### config.mk
export PLATFORM = sky130hd
export DESIGN_NAME = scaler_tap_selector
export DESIGN_NICKNAME = d
export VERILOG_FILES = /design/src/rtl/tap_sel_pkg.sv /design/src/rtl/tap_ratio_clamp.sv /design/src/rtl/tap_count_resolve.sv /design/src/rtl/tap_request_gate.sv /design/src/rtl/scaler_tap_selector.sv
export SDC_FILE = /design/constraint.sdc
export NUM_CORES = 1
export LEC_CHECK = 0
export ABC_AREA = 1
export BUFFER_PORTS_ARGS = -buffer_cell sky130_fd_sc_hd__buf_2
export CORE_ASPECT_RATIO = 0.5
export CORE_UTILIZATION = 45
export DETAILED_ROUTE_END_ITERATION = 10
export PLACE_DENSITY = 0.75
export SLEW_MARGIN = 30
export SYNTH_ARGS = -nofsm -noshare
export SYNTH_HDL_FRONTEND = slang
export SYNTH_SLANG_ARGS = --single-unit
### constraint.sdc
create_clock -name clk -period 27.6 [get_ports clk]
set_input_delay 5.52 -clock clk [delete_from_list [all_inputs] [get_ports clk]]
set_output_delay 5.52 -clock clk [all_outputs]
set_load 0.02 [all_outputs]
### src/rtl/tap_sel_pkg.sv
package tap_sel_pkg;

    parameter int INT_W       = 3;
    parameter int FRAC_W      = 32;
    parameter int RATIO_W     = INT_W + FRAC_W;
    parameter int TAP_W       = 4;
    parameter int WID_W       = 14;
    parameter int ID_FRAC     = 19;
    parameter int LUMA_DFLT   = 4;
    parameter int CHROMA_DFLT = 2;
    parameter int N_DIR       = 4;

    localparam int ID_SHIFT = FRAC_W - ID_FRAC;

    typedef logic [RATIO_W-1:0] ratio_t;
    typedef logic [TAP_W-1:0]   tap_t;
    typedef logic [WID_W-1:0]   width_t;

    typedef enum logic [1:0] {
        DIR_LUMA_H   = 2'd0,
        DIR_LUMA_V   = 2'd1,
        DIR_CHROMA_H = 2'd2,
        DIR_CHROMA_V = 2'd3
    } dir_e;

    typedef struct packed {
        ratio_t ratio;
        tap_t   req;
    } dir_req_t;

    typedef struct packed {
        ratio_t ratio;
        tap_t   taps;
    } dir_res_t;

    function automatic ratio_t ratio_unity();
        return ratio_t'(1) << FRAC_W;
    endfunction

    function automatic ratio_t ratio_four();
        return ratio_t'(4) << FRAC_W;
    endfunction

    function automatic logic near_unity(input ratio_t r);
        return (r >> ID_SHIFT) == (ratio_t'(1) << ID_FRAC);
    endfunction

endpackage

### src/rtl/tap_ratio_clamp.sv
module tap_ratio_clamp
    import tap_sel_pkg::*;
(
    input  ratio_t raw,
    output ratio_t adj
);
    always_comb begin
        if (raw == ratio_four())
            adj = raw - ratio_t'(1);
        else
            adj = raw;
    end
endmodule

### src/rtl/tap_count_resolve.sv
module tap_count_resolve
    import tap_sel_pkg::*;
#(
    parameter int DFLT_TAPS = 4,
    parameter bit EVEN_ONLY = 1'b0
) (
    input  tap_t   req,
    input  ratio_t ratio,
    input  logic   force_scale,
    output tap_t   taps
);
    localparam tap_t DFLT = tap_t'(DFLT_TAPS);

    tap_t base;

    generate
        if (EVEN_ONLY) begin : g_even
            always_comb begin
                if (req == '0)
                    base = DFLT;
                else if (req[0] && req != tap_t'(1))
                    base = req - tap_t'(1);
                else
                    base = req;
            end
        end else begin : g_plain
            always_comb begin
                base = (req == '0) ? DFLT : req;
            end
        end
    endgenerate

    always_comb begin
        if (!force_scale && near_unity(ratio))
            taps = tap_t'(1);
        else
            taps = base;
    end
endmodule

### src/rtl/tap_request_gate.sv
module tap_request_gate
    import tap_sel_pkg::*;
(
    input  ratio_t luma_h,
    input  ratio_t luma_v,
    input  logic   src_is_fp16,
    input  logic   fixed_point_only,
    input  width_t view_width,
    input  width_t active_width,
    input  width_t max_src_width,
    output logic   admit
);
    logic fp_block;
    logic width_block;

    always_comb begin
        fp_block    = src_is_fp16 && fixed_point_only &&
                      (luma_h != ratio_unity()) && (luma_v != ratio_unity());
        width_block = (view_width > active_width) && (max_src_width != '0) &&
                      (view_width > max_src_width);
        admit       = !(fp_block || width_block);
    end
endmodule

### src/rtl/scaler_tap_selector.sv
module scaler_tap_selector
    import tap_sel_pkg::*;
(
    input  logic                clk,
    input  logic                rst,
    input  logic                start,
    input  logic [RATIO_W-1:0]  ratio_lh,
    input  logic [RATIO_W-1:0]  ratio_lv,
    input  logic [RATIO_W-1:0]  ratio_ch,
    input  logic [RATIO_W-1:0]  ratio_cv,
    input  logic [TAP_W-1:0]    req_lh,
    input  logic [TAP_W-1:0]    req_lv,
    input  logic [TAP_W-1:0]    req_ch,
    input  logic [TAP_W-1:0]    req_cv,
    input  logic                src_is_fp16,
    input  logic                fixed_point_only,
    input  logic [WID_W-1:0]    view_width,
    input  logic [WID_W-1:0]    active_width,
    input  logic [WID_W-1:0]    max_src_width,
    input  logic                force_scale,
    output logic                done,
    output logic                reject,
    output logic [TAP_W-1:0]    tap_lh,
    output logic [TAP_W-1:0]    tap_lv,
    output logic [TAP_W-1:0]    tap_ch,
    output logic [TAP_W-1:0]    tap_cv,
    output logic [RATIO_W-1:0]  adj_lh,
    output logic [RATIO_W-1:0]  adj_lv,
    output logic [RATIO_W-1:0]  adj_ch,
    output logic [RATIO_W-1:0]  adj_cv
);
    dir_req_t req_a  [N_DIR];
    dir_res_t next_a [N_DIR];
    dir_res_t res_q  [N_DIR];
    logic     admit;
    logic     done_q;
    logic     reject_q;

    assign req_a[DIR_LUMA_H]   = '{ratio: ratio_lh, req: req_lh};
    assign req_a[DIR_LUMA_V]   = '{ratio: ratio_lv, req: req_lv};
    assign req_a[DIR_CHROMA_H] = '{ratio: ratio_ch, req: req_ch};
    assign req_a[DIR_CHROMA_V] = '{ratio: ratio_cv, req: req_cv};

    generate
        for (genvar g = 0; g < N_DIR; g++) begin : g_dir
            localparam int DF = (g < 2) ? LUMA_DFLT : CHROMA_DFLT;
            localparam bit EV = (g == int'(DIR_CHROMA_H));

            ratio_t clamped;

            tap_ratio_clamp u_clamp (
                .raw (req_a[g].ratio),
                .adj (clamped)
            );

            tap_count_resolve #(
                .DFLT_TAPS (DF),
                .EVEN_ONLY (EV)
            ) u_resolve (
                .req         (req_a[g].req),
                .ratio       (clamped),
                .force_scale (force_scale),
                .taps        (next_a[g].taps)
            );

            assign next_a[g].ratio = clamped;
        end
    endgenerate

    tap_request_gate u_gate (
        .luma_h           (ratio_lh),
        .luma_v           (ratio_lv),
        .src_is_fp16      (src_is_fp16),
        .fixed_point_only (fixed_point_only),
        .view_width       (view_width),
        .active_width     (active_width),
        .max_src_width    (max_src_width),
        .admit            (admit)
    );

    always_ff @(posedge clk) begin
        if (rst) begin
            done_q   <= 1'b0;
            reject_q <= 1'b0;
            for (int i = 0; i < N_DIR; i++)
                res_q[i] <= '0;
        end else begin
            done_q   <= start;
            reject_q <= start && !admit;
            if (start && admit) begin
                for (int i = 0; i < N_DIR; i++)
                    res_q[i] <= next_a[i];
            end
        end
    end

    assign done   = done_q;
    assign reject = reject_q;
    assign tap_lh = res_q[DIR_LUMA_H].taps;
    assign tap_lv = res_q[DIR_LUMA_V].taps;
    assign tap_ch = res_q[DIR_CHROMA_H].taps;
    assign tap_cv = res_q[DIR_CHROMA_V].taps;
    assign adj_lh = res_q[DIR_LUMA_H].ratio;
    assign adj_lv = res_q[DIR_LUMA_V].ratio;
    assign adj_ch = res_q[DIR_CHROMA_H].ratio;
    assign adj_cv = res_q[DIR_CHROMA_V].ratio;
endmodule

==> results of run 1 <==
through the flow:
| step | hold WS, ns | util [%] |
|---|---|---|
| 4_1_cts | 5.27 | 60.0 |
| 3_5_place_dp | 5.73 | 57.4 |
| 2_1_floorplan | 5.59 | - |
| 5_1_grt | 5.27 | 60.0 |
| 6_report | 5.28 | 60.0 |
| 3_3_place_gp | 5.71 | 57.4 |
registers in the layout, summed over array words and instances (netlist names):
register / count
done: 1
reject: 1
res_q: 156
per-layer routing:
metal / vias to the layer above / wire length [microns]
met4: 0 / 587
met1: 4274 / 12000
li1: 4510 / -
met3: 41 / 1850
met5: - / 0
met2: 340 / 14000
kinds of logic after synthesis:
group                      Yosys count  share of synthesized area [%]
and+or+nand+nor                    596                           26.7
buffers and inverters              242                           10.1
DFF                                158                           50.3
AOI/OAI and AO/OA                  136                           7.41
adders and majority gates           38                           5.06
xor gates and xnor gates             5                          0.466
power groups by stage:
stage	clock (mW)	combinational, mW	sequential [mW]
detailed placement	0	0.134	0.306
finish	0.214	0.134	0.301
CTS	0.217	0.135	0.301
global route	0.227	0.146	0.303
floorplan	0	0.0409	0.344
global placement	0	0.132	0.305
final cells by class:
type	instances	area [sq um]
clock buffer	18	429
timing repair buffer	365	1840
multi-input combinational	775	3730
inverter	221	830
fill	1839	7980
sequential	158	4720
tap	266	333
clock inverter	14	93.8
worst paths after layout:
kind / to / depth (start not counted) / from
max: res_q[3][7] / 13 / ratio_lv[0]
min: reject / 2 / rst
worst max-delay path, delay by kind of cell:
| family | cells | cell delay, ns |
|---|---|---|
| compound gates | 1 | 0.12 |
| fa+ha+maj | 1 | 0.18 |
| buf+inv | 4 | 1.61 |
| simple gates | 7 | 1.19 |
layout by cell type (no fill, tap or decap), types with 3 or more instances in the layout:
master / instances
buf_2: 361
nor2_1: 272
clkinvlp_4: 4
nand2_2: 4
buf_4: 3
clkbuf_16: 17
nand3_1: 55
xor2_1: 5
nor3_1: 16
ha_1: 38
nor4_1: 9
or2_2: 3
o21a_1: 3
nand2_1: 199
o21ai_0: 9
nor2_2: 3
inv_1: 218
clkinv_4: 3
a21oi_1: 121
edfxtp_1: 156
clkinv_1: 6
nand4_1: 23
==> results.json, run 1 <==
{
  "required_ns": 27.65,
  "run_status": "complete, but fails checks",
  "syn_area_per_cell_sq_um": 7.99,
  "cts.reportedPaths.clkPinSlew_ns": 0.07,
  "syn_to_final_growth_pct": 27.6,
  "die_w_microns": 206,
  "dieArea_sq_um": 21500,
  "track_usage_pct": 26.6,
  "finalCriticalPeriod_ns": 8.78,
  "place_ws_ns": 18.47,
  "clkPwrFrac_pct": 33.0,
  "ys_ff_latch": 158,
  "portBuffers": 361,
  "start_util_pct": 47.1,
  "overflow": 0,
  "grt_pass1_vias": 8949,
  "ys.flop_type": "edfxtp_1",
  "synth_common_cells": "nor2_1, inv_1, nand2_1, edfxtp_1, a21oi_1",
  "post-cts-setup-buffers": 0,
  "placed_area_sq_um": 11500,
  "sw_frac_of_total_pct": 30.8,
  "grt_pass1_wl_microns": 44900,
  "finalWeightedCongestion": 0.919,
  "pwr-share-comb_pct": 20.7,
  "met1_usage_pct": 33.8,
  "tns_ns": 0,
  "placementRows": 36,
  "p_switching_uw": 200,
  "synthesis.nets": 1417,
  "cts_hold_buf": 0,
  "vias": 9165,
  "ys_top_cells_by_area": "edfxtp_1, nor2_1, inv_1",
  "syn-cell-area_sq_um": 9390,
  "rsz0062_at_grt": "false",
  "finalSetupViolations": 0,
  "cp_slowest_cell": "buf_4",
  "via_per_inst": 5.04,
  "antenna_cells": 0,
  "busiest_layer": "met2",
  "tightestPinTransition_ns": 0.963,
  "fp.dieH_microns": 104,
  "cts_sinks": 158,
  "cts_resized": 0,
  "synth_top_cell_by_area": "edfxtp_1",
  "slowest_delay_ns": 0.70,
  "end_kind": "flip-flop",
  "numPlacedInstances": 1785,
  "drt_iter0_drc": 732,
  "power_frac_seq_pct": 46.3,
  "ys_types": 32,
  "yosysSeqAreaShare_pct": 50.3,
  "p_leak_nw": 6.00,
  "cts-root-buf": "clkbuf_16",
  "layout_setup_ws_ns": 18.82,
  "synth_warnings": 0,
  "p_int_uw": 450,
  "violations": "design-rule violations",
  "finalPower_uw": 649,
  "drc": 26,
  "clock.fmax_mhz": 114,
  "gr-usage-met3_pct": 5.67,
  "ant_nets": 0,
  "synth-edff-count": 156,
  "hold_viol_final": 0,
  "cpMostUsedCell": "nand2_1",
  "drive_above_1_share_pct": 26.6,
  "dp_hpwl_microns": 22600,
  "cts_htree_levels": 4,
  "startpoint_type": "input port",
  "final_cells": 1817,
  "maxCapViolCount": 0,
  "critPathKind": "in -> reg",
  "ios": 362,
  "path_cells": "buf_2, inv_1, ha_1, nand2_1, nor2_1, nand2_1, nor2_4, nand4_1, nand4_1, nand2_1, o21bai_4, buf_4, buf_6",
  "routed_wl_microns": 28500,
  "grt_util_met2_pct": 45.2,
  "worstHoldPathType": "in -> reg",
  "layout.nets": 1780,
  "maxSlewHeadroom_pct": 35.8,
  "cts_buffers": 17,
  "syn_inst": 1175,
  "yosysMostFrequentCell": "nor2_1",
  "cts_tree": "yes",
  "synthArstFlopShare_pct": 0,
  "antenna_found_initial": 0,
  "final_cell_area_sq_um": 12000,
  "core_sq_um": 20000,
  "drv_slew": 0,
  "clk_path_buf_depth": 2,
  "power.density_nw_per_um2": 54.2,
  "grt_max_degree": 86,
  "dr.pass1.iters": 8,
  "yosys.area.top_type_share_pct": 49.9,
  "worstPathArrival_ns": 8.83,
  "wl_per_cell_microns": 15.7,
  "crit_fanout": 85,
  "ir_drop_v": 0.0000417,
  "period_share_pct": 31.8
}
Power figures use the tool's default switching activity.
==> run 2, diff against run 1 <==
--- a/config.mk
+++ b/config.mk
@@ -5,12 +5,12 @@
 export SDC_FILE = /design/constraint.sdc
 export NUM_CORES = 1
 export LEC_CHECK = 0
-export ABC_AREA = 1
+export ABC_AREA = 0
 export BUFFER_PORTS_ARGS = -buffer_cell sky130_fd_sc_hd__buf_2
 export CORE_ASPECT_RATIO = 0.5
 export CORE_UTILIZATION = 45
 export DETAILED_ROUTE_END_ITERATION = 10
-export PLACE_DENSITY = 0.75
+export PLACE_DENSITY = 0.77
 export SLEW_MARGIN = 30
 export SYNTH_ARGS = -nofsm -noshare
 export SYNTH_HDL_FRONTEND = slang
==> constraint.sdc (replaced) <==
create_clock -name clk -period 8.7 [get_ports clk]
set_input_delay 1.74 -clock clk [delete_from_list [all_inputs] [get_ports clk]]
set_output_delay 1.74 -clock clk [all_outputs]
set_load 0.02 [all_outputs]
==> run 2 against run 1 <==
The run still ends with design-rule violations left. Die area down 14%. Synthesized cell count down 37%. Hold slack worse by 3.6 ns. Critical path type unchanged.
==> results.json, run 2 <==
{
  "power_frac_seq_pct": 46.3,
  "portBuffers": 361,
  "core_sq_um": 17400,
  "synth_compound_area_share_pct": 11.5,
  "numPlacedInstances": 1293,
  "vias": 7118,
  "syn_to_final_growth_pct": 31.3,
  "p_switching_uw": 613,
  "drt_iter0_drc": 517,
  "dr.pass1.iters": 10,
  "syn-cell-area_sq_um": 8010,
  "clk_path_buf_depth": 2,
  "antenna_cells": 0,
  "ys_top_cells_by_area": "edfxtp_1, nor2_1, o21ai_0",
  "synth_common_cells": "edfxtp_1, nor2_1, o21ai_0, inv_1, ha_1",
  "p_leak_nw": 4.71,
  "fp.dieH_microns": 96.4,
  "utilization_pct": 60.5,
  "track_usage_pct": 22.9,
  "hold_slack_ns": 1.66,
  "sw_frac_of_total_pct": 29.9,
  "run_status": "complete, but fails checks",
  "syn_area_per_cell_sq_um": 10.9,
  "slowest_delay_ns": 0.74,
  "synth_top_cell_by_area": "edfxtp_1",
  "top_register": "res_q",
  "layout.nets": 1320,
  "cts_htree_levels": 4,
  "grt_pass1_vias": 6514,
  "required_ns": 8.82,
  "path_delay_family": "buffers and inverters",
  "finalWeightedCongestion": 0.820,
  "cts.reportedPaths.clkPinSlew_ns": 0.07,
  "synth_top_family_by_area": "simple AND/OR/NAND/NOR gates",
  "cp.depth": 10,
  "synth_fa_ha_area_share_pct": 5.93,
  "cp_slowest_cell": "buf_4",
  "final_cell_area_sq_um": 10500,
  "multi_input_area_sq_um": 2920,
  "tightestPinTransition_ns": 0.909,
  "synth_xor_area_share_pct": 0.437,
  "synth_mux_area_share_pct": 0.141,
  "crit_fanout": 82,
  "die_w_microns": 191,
  "post-cts-setup-buffers": 0,
  "ir_drop_v": 0.000138,
  "worstHoldPathType": "in -> reg",
  "drv_slew": 0,
  "dieArea_sq_um": 18400,
  "violations": "design-rule violations",
  "syn_inst": 735,
  "period_share_pct": 56.1,
  "start_util_pct": 46.1,
  "clkPwrFrac_pct": 34.8,
  "drc": 1,
  "cts_buffers": 17,
  "worstPathArrival_ns": 5.00,
  "yosysMostFrequentCell": "edfxtp_1",
  "synth-edff-count": 156,
  "crit_path_end": "res_q[2][10]",
  "routed_wl_microns": 22000,
  "ys.flop_type": "edfxtp_1",
  "wl_per_cell_microns": 16.6,
  "yosysSeqAreaShare_pct": 59.0,
  "maxCapViolCount": 0,
  "ios": 362,
  "largest_register_ffs": 156,
  "ant_nets": 0,
  "final_common_cell": "buf_2",
  "cts_hold_buf": 0,
  "end_kind": "flip-flop",
  "critPathLaunch": "view_width[13]",
  "critPathKind": "in -> reg",
  "final_cell_mix": "buf_2, edfxtp_1, nor2_1, o21ai_0, inv_1",
  "cts-root-buf": "clkbuf_16",
  "placed_area_sq_um": 9960,
  "cpMostUsedCell": "buf_4",
  "finalSetupViolations": 0,
  "hold_viol_final": 0,
  "maxSlewHeadroom_pct": 39.1,
  "yosys.area.top_type_share_pct": 58.5,
  "synthArstFlopShare_pct": 0,
  "cts_tree": "yes",
  "regArea_sq_um": 4720,
  "pwr-share-comb_pct": 18.9,
  "grt_pass1_wl_microns": 32400,
  "placementRows": 34,
  "ys_types": 50,
  "n_fill_cell": 1484,
  "startpoint_type": "input port",
  "power.density_nw_per_um2": 195,
  "ys_ff_latch": 158,
  "overflow": 0,
  "final_cells": 1325,
  "grt_max_degree": 83,
  "path_cells": "buf_2, ha_1, nand3_1, nor3_1, o31ai_1, a221o_1, o22ai_4, buf_4, buf_4, nor2_1",
  "critPathBufInv": 3,
  "cts_sinks": 158,
  "p_int_mw": 1.44,
  "dp_hpwl_microns": 16400,
  "synth_simple_gate_area_share_pct": 17.7,
  "synth_warnings": 0,
  "finalCriticalPeriod_ns": 4.88,
  "cts_resized": 0,
  "via_per_inst": 5.37,
  "tns_ns": 0,
  "clock.fmax_mhz": 205,
  "synthesis.nets": 977,
  "drive_above_1_share_pct": 38.5,
  "rsz0062_at_grt": "false",
  "antenna_found_initial": 0
}
[run 2: final cells by class]
class,instances,share of cell area (%)
flip-flops and latches,158,44.9
multi-input cells,488,27.7
repair buffers,368,17.7
clock buffers,18,4.17
well taps,234,2.78
inverters,45,1.62
clock inverters,14,1.18
[run 2: metal layers]
metal	share of wire, %	track usage (%)	wire, microns	vias to the layer above
met2	51	40.2	11200	287
met5	0	0	0	-
met1	41	28.6	9080	3404
met3	5.2	3.97	1140	50
li1	-	-	-	3377
met4	2.8	8.93	623	0
[run 2: cell families after synthesis]
group | count (synthesis)
simple gates | 280
xor+xnor | 4
buf+inv | 89
mux | 1
compound gates | 165
fa+ha+maj | 38
flops | 158
[run 2: power by group through the flow]
stage               registers, mW  logic (mW)  clock network (mW)
floorplan                    1.08       0.116                   0
global placement            0.962       0.382                   0
detailed placement          0.965       0.389                   0
CTS                         0.949       0.390               0.723
global route                0.956       0.421               0.754
finish                      0.948       0.388               0.713
[run 2: stage by stage]
stage | power (mW) | setup WS, ns
after floorplan | 1.20 | 0.848
after global placement | 1.34 | 3.51
after detailed placement | 1.35 | 3.42
after CTS | 2.06 | 3.86
after global routing | 2.13 | 3.58
final | 2.05 | 3.82
[run 2: worst min path at each step]
stage | from | to | slack [ns] | cells after the start
3_5_place_dp | req_cv[3] | res_q[3][3] | 2.08 | 3
3_3_place_gp | ratio_lh[15] | res_q[0][19] | 2.07 | 3
6_report | req_cv[3] | res_q[3][3] | 1.66 | 3
2_1_floorplan | ratio_lh[12] | res_q[0][16] | 1.97 | 2
5_1_grt | ratio_lh[14] | res_q[0][18] | 1.66 | 3
4_1_cts | req_cv[3] | res_q[3][3] | 1.65 | 3
